===== src/rtl/mbus_pkg.sv =====
package mbus_pkg;

    typedef struct packed {
        logic hi;   // even byte, ad[15:8]
        logic lo;   // odd byte, ad[7:0]
    } lanes_t;

    // Byte-lane selection from the low address bit and active-low strobe.
    function automatic lanes_t lane_decode(input logic a0, input logic lstrb_n);
        lanes_t l;
        case ({a0, lstrb_n})
            2'b00:   l = '{hi: 1'b1, lo: 1'b1};
            2'b01:   l = '{hi: 1'b1, lo: 1'b0};
            2'b10:   l = '{hi: 1'b0, lo: 1'b1};
            default: l = '{hi: 1'b0, lo: 1'b0};
        endcase
        return l;
    endfunction

endpackage


===== src/rtl/mbus_phase.sv =====
// Tracks the E phase and captures address (low phase) and data (high phase).
module mbus_phase #(
    parameter int DW = 16
) (
    input  logic          clk,
    input  logic          rst_n,
    input  logic          e_i,
    input  logic          rw_i,
    input  logic          lstrb_i,
    input  logic [DW-1:0] ad_i,
    output logic [DW-1:0] addr_o,
    output logic [DW-1:0] data_o,
    output logic          rw_o,
    output logic          lstrb_o,
    output logic          e_fall_o
);

    typedef struct packed {
        logic          e;
        logic [DW-1:0] addr;
        logic [DW-1:0] data;
        logic          rw;
        logic          lstrb;
    } phase_t;

    phase_t st_d, st_q;

    always_comb begin
        st_d   = st_q;
        st_d.e = e_i;
        if (!e_i) begin
            st_d.addr = ad_i;
        end else begin
            st_d.data  = ad_i;
            st_d.rw    = rw_i;
            st_d.lstrb = lstrb_i;
        end
    end

    always_ff @(posedge clk) begin
        if (!rst_n) begin
            st_q <= '{e: 1'b0, addr: '0, data: '0, rw: 1'b1, lstrb: 1'b1};
        end else begin
            st_q <= st_d;
        end
    end

    assign addr_o   = st_q.addr;
    assign data_o   = st_q.data;
    assign rw_o     = st_q.rw;
    assign lstrb_o  = st_q.lstrb;
    assign e_fall_o = st_q.e & ~e_i;

endmodule


===== src/rtl/mbus_decode.sv =====
// Chip select against a fixed base and word index inside the window.
module mbus_decode #(
    parameter int          DW        = 16,
    parameter int          NWORDS    = 4,
    parameter logic [15:0] BASE_ADDR = 16'h0400
) (
    input  logic [DW-1:0]               addr_i,
    output logic                        sel_o,
    output logic [$clog2(NWORDS)-1:0]   idx_o
);

    localparam int IW    = $clog2(NWORDS);
    localparam int ABITS = IW + 1;

    logic [DW-1:0] base_w;

    always_comb begin
        base_w = DW'(BASE_ADDR);
        sel_o  = (addr_i[DW-1:ABITS] == base_w[DW-1:ABITS]);
        idx_o  = addr_i[ABITS-1:1];
    end

endmodule


===== src/rtl/mbus_regbank.sv =====
// Word storage with independent byte-lane writes.
module mbus_regbank #(
    parameter int DW     = 16,
    parameter int NWORDS = 4
) (
    input  logic                      clk,
    input  logic                      rst_n,
    input  logic [NWORDS-1:0]         wr_word_i,
    input  logic                      we_hi_i,
    input  logic                      we_lo_i,
    input  logic [DW-1:0]             wdata_i,
    input  logic [$clog2(NWORDS)-1:0] ridx_i,
    output logic [DW-1:0]             rdata_o,
    output logic [NWORDS*DW-1:0]      bank_o
);

    localparam int HB = DW / 2;

    logic [DW-1:0] word_q [NWORDS];

    for (genvar w = 0; w < NWORDS; w++) begin : g_word
        logic [DW-1:0] word_d;

        always_comb begin
            word_d = word_q[w];
            if (wr_word_i[w]) begin
                if (we_hi_i) word_d[DW-1:HB] = wdata_i[DW-1:HB];
                if (we_lo_i) word_d[HB-1:0]  = wdata_i[HB-1:0];
            end
        end

        always_ff @(posedge clk) begin
            if (!rst_n) word_q[w] <= '0;
            else        word_q[w] <= word_d;
        end

        assign bank_o[w*DW +: DW] = word_q[w];
    end

    assign rdata_o = word_q[ridx_i];

endmodule


===== src/rtl/mbus_periph.sv =====
module mbus_periph
    import mbus_pkg::*;
#(
    parameter int          NWORDS    = 4,
    parameter logic [15:0] BASE_ADDR = 16'h0400
) (
    input  logic                 clk,
    input  logic                 rst_n,
    input  logic                 e_i,
    input  logic                 rw_i,
    input  logic                 lstrb_i,
    input  logic [15:0]          ad_i,
    output logic [15:0]          ad_o,
    output logic                 ad_oe_o,
    output logic [NWORDS*16-1:0] bank_o
);

    localparam int DW = 16;
    localparam int IW = $clog2(NWORDS);

    logic [DW-1:0]     lat_addr, lat_data;
    logic              lat_rw, lat_lstrb, e_fall;
    logic              sel;
    logic [IW-1:0]     idx;
    logic [DW-1:0]     rdata;
    logic [NWORDS-1:0] wr_word;
    lanes_t            wl, rl;

    mbus_phase #(.DW(DW)) u_phase (
        .clk      (clk),
        .rst_n    (rst_n),
        .e_i      (e_i),
        .rw_i     (rw_i),
        .lstrb_i  (lstrb_i),
        .ad_i     (ad_i),
        .addr_o   (lat_addr),
        .data_o   (lat_data),
        .rw_o     (lat_rw),
        .lstrb_o  (lat_lstrb),
        .e_fall_o (e_fall)
    );

    mbus_decode #(.DW(DW), .NWORDS(NWORDS), .BASE_ADDR(BASE_ADDR)) u_decode (
        .addr_i (lat_addr),
        .sel_o  (sel),
        .idx_o  (idx)
    );

    // Write commit at the E fall, lanes from values held in the data phase.
    always_comb begin
        wl      = lane_decode(lat_addr[0], lat_lstrb);
        wr_word = '0;
        if (e_fall && !lat_rw && sel && (wl.hi || wl.lo)) begin
            wr_word[idx] = 1'b1;
        end
    end

    mbus_regbank #(.DW(DW), .NWORDS(NWORDS)) u_bank (
        .clk       (clk),
        .rst_n     (rst_n),
        .wr_word_i (wr_word),
        .we_hi_i   (wl.hi),
        .we_lo_i   (wl.lo),
        .wdata_i   (lat_data),
        .ridx_i    (idx),
        .rdata_o   (rdata),
        .bank_o    (bank_o)
    );

    typedef struct packed {
        logic          oe;
        logic [DW-1:0] dout;
    } drv_t;

    drv_t drv_d, drv_q;

    always_comb begin
        rl         = lane_decode(lat_addr[0], lstrb_i);
        drv_d.oe   = e_i && rw_i && sel && (rl.hi || rl.lo);
        drv_d.dout = drv_d.oe ? rdata : '0;
    end

    always_ff @(posedge clk) begin
        if (!rst_n) drv_q <= '0;
        else        drv_q <= drv_d;
    end

    assign ad_oe_o = drv_q.oe;
    assign ad_o    = drv_q.dout;

endmodule


===== config.mk =====
export PLATFORM = sky130hd
export DESIGN_NAME = mbus_periph
export DESIGN_NICKNAME = d
export VERILOG_FILES = /design/src/rtl/mbus_pkg.sv /design/src/rtl/mbus_phase.sv /design/src/rtl/mbus_decode.sv /design/src/rtl/mbus_regbank.sv /design/src/rtl/mbus_periph.sv
export SDC_FILE = /design/constraint.sdc
export NUM_CORES = 1
export LEC_CHECK = 0
export ABC_AREA = 1
export BUFFER_PORTS_ARGS = -buffer_cell sky130_fd_sc_hd__buf_2
export CAP_MARGIN = 20
export CELL_PAD_IN_SITES_DETAIL_PLACEMENT = 0
export CELL_PAD_IN_SITES_GLOBAL_PLACEMENT = 1
export CORE_MARGIN = 3
export CORE_UTILIZATION = 37
export DETAILED_ROUTE_END_ITERATION = 6
export PLACE_DENSITY_LB_ADDON = 0.1
export SYNTH_ARGS = -nofsm -noshare
export SYNTH_HDL_FRONTEND = slang
export SYNTH_HIERARCHICAL = 1
export SYNTH_SLANG_ARGS = --single-unit

===== constraint.sdc =====
create_clock -name clk -period 2.1 [get_ports clk]
set_input_delay 0.105 -clock clk [delete_from_list [all_inputs] [get_ports clk]]
set_output_delay 0.105 -clock clk [all_outputs]
set_load 0.02 [all_outputs]

==> reports/results.tsv <==
metric	value	unit
status	finished clean	
clk_skew	0.00780	ns
Skew-Pair Late Insertion Delay	0.41	ns
clk slew on worst S/H paths	0.05	ns
Initial Util	0.381	
initial DRC count	445	
non-filler cells, final	1143	
Max FO, Critical Path	16	
Via density	4.40	
Worst-Margin Slew	0.747	ns
Final Max Tran Viols	0	
WL final	14.7	mm
core area	0.0146	mm²
TritonCTS buffer count	17	
num rows	44	
vias in the first global route	4601	
dpl cells	1095	
# diodes	0	
Max Clk Rate	557	MHz
CTS tree	built	
sequential fraction of the synthesis area	0.416	
pwr dens	838	mW/mm²
Setup-failing EPs final	0	
CTS root buf	clkbuf_16	
Yosys reg bits	116	
VDD IR max	546	µV
Synth Net Count	893	
die height	129	µm
largest net degree at the start of global routing	70	
Routed Antenna Nets	0	
Mean Syn Cell Area	6.40	µm²
Tcrit/Tclk final	0.855	
commonest non-fill, non-tap cell in the layout	nand2_1	
DRC	0	
vias	5027	
Clock Path Buffers	2	
WL per Instance	12.9	µm
aggregate global-route resource usage	0.182	
Worst EP arrival	2.14	ns
most frequent cells in the layout	nand2_1, nor2_1, inv_1	
yosys warns	6	
share of layout cells above drive strength 1	0.167	
Mapped Area	0.00558	mm²
Hold Path Stages	4	
design area	0.00663	mm²
final hold slack	0.230	ns
max_cap viols	0	
Port Buffers	101	
R2R depth	11	
Detail Placement HPWL	9.88	mm
relative slew slack	0.502	
global-route wire length before repair	23.4	mm
Unique masters post-synth	16	
grt ovf	0	
Ports	102	
CP startpoint kind	flop	
RSZ-0062 raised after global routing	no	
Critical Path RT	2.44	ns
Tightest Hold Check Type	in -> reg	
Die W	129	µm
post-route minimum period	1.80	ns
antenna violations before repair	0	
Layout area overhead	18.9	%
DR pass1 iterations	5	
Final Util	0.453	
cells after synthesis	872	
crit end category	flop	
Die Area	0.0166	mm²
Leak	3.95	nW
cell accounting for the most synthesized area	dfxtp_1	
nets@finish	969	
# H-tree levels	4	
Final TNS setup	0	ns
Synth area leaders	dfxtp_1, nand2_1, nor2_1	
clock sink count	116	
gpl congestion	0.776	
area post-placement	0.00583	mm²
CP Class	reg -> reg	
Fin. Hold Viols	0	
Yosys top cell area share	0.416	
## where the power goes
group / switching [W] / total, W / internal [W]
combinational: 0.000233 / 0.000364 / 0.000130
clock: 0.000954 / 0.00288 / 0.00193
sequential: 0.0000573 / 0.00231 / 0.00225
## cells in the mapped netlist
| library cell | instances |
|---|---|
| nor2_1 | 209 |
| nand4_1 | 1 |
| buf_2 | 20 |
| nand2_1 | 296 |
| nor2_2 | 1 |
| nand2_2 | 1 |
| inv_1 | 129 |
| nand2_4 | 1 |
| nand3_1 | 35 |
| buf_4 | 38 |
| buf_6 | 12 |
| buf_12 | 1 |
| dfxtp_1 | 116 |
| inv_2 | 1 |
| nor2_4 | 10 |
| buf_8 | 1 |
## cell type report
cell class | instances | area, µm²
Fill cell | 1597 | 8010
Inverter | 130 | 488
Tap cell | 184 | 230
Multi-Input combinational cell | 554 | 2230
Clock inverter | 2 | 35.0
Sequential cell | 116 | 2320
Timing Repair Buffer | 129 | 761
Clock buffer | 28 | 567
## metrics by stage
stage | setup slack, ns | total power (W)
after detailed placement | 0.184 | 0.00269
after floorplan | 0.524 | 0.00265
after global placement | 0.219 | 0.00269
after global routing | 0.0647 | 0.00579
after CTS | 0.169 | 0.00563
final | 0.304 | 0.00556
## path summary, 6_finish.rpt
check	from	to	slack (ns)
worst max register to register	u_phase/addr_o[12]	u_bank/word_q[3][12]	0.30
worst max-delay path	u_phase/addr_o[12]	u_bank/word_q[3][12]	0.30
worst min register to register	u_phase/rw_o	u_phase/rw_o	0.45
worst min-delay path	rst_n	u_phase/addr_o[7]	0.23
## timing repair
item | in CTS | in global routing
hold buffers | 18 | 0
buffers inserted | 0 | 0
endpoints found under the setup margin | 0 | 30
endpoints found under the hold margin | 25 | 0
resized for setup | 0 | 6
## layer usage
layer  part of all wire  routed length, µm  up-vias  track usage
met3              0.060                888       12       0.0482
li1                   -                  -     2627            -
met2               0.43               6400      142        0.273
met1               0.50               7300     2246        0.253
met4              0.010                150        0       0.0636
met5                  0                  0        -            0
## registers in the layout, indices dropped and copies added (netlist names)
register	cells
ad_o	16
ad_oe_o	1
u_bank/word_q	64
u_phase/addr_o	16
u_phase/data_o	16
u_phase/lstrb_o	1
u_phase/rw_o	1
u_phase/st_q	1
## worst max-delay path: stages, from the launching register on
cell and delay, ns:
dfxtp_1 0.30, inv_1 0.06, nand2_1 0.05, nor2_1 0.11
nand2_1 0.07, nor2_2 0.12, nand4_1 0.19, nor2_1 0.23
nand2_2 0.27, nand2_1 0.15, nand2_1 0.06, nor2_1 0.11
## kinds of logic (layout without fill, tap and decap cells)
group,count (synthesis),count (layout),synth area share
simple gates,554,554,0.397
buf+inv,202,289,0.187
flops,116,116,0.416
Power figures use the tool's default switching activity.
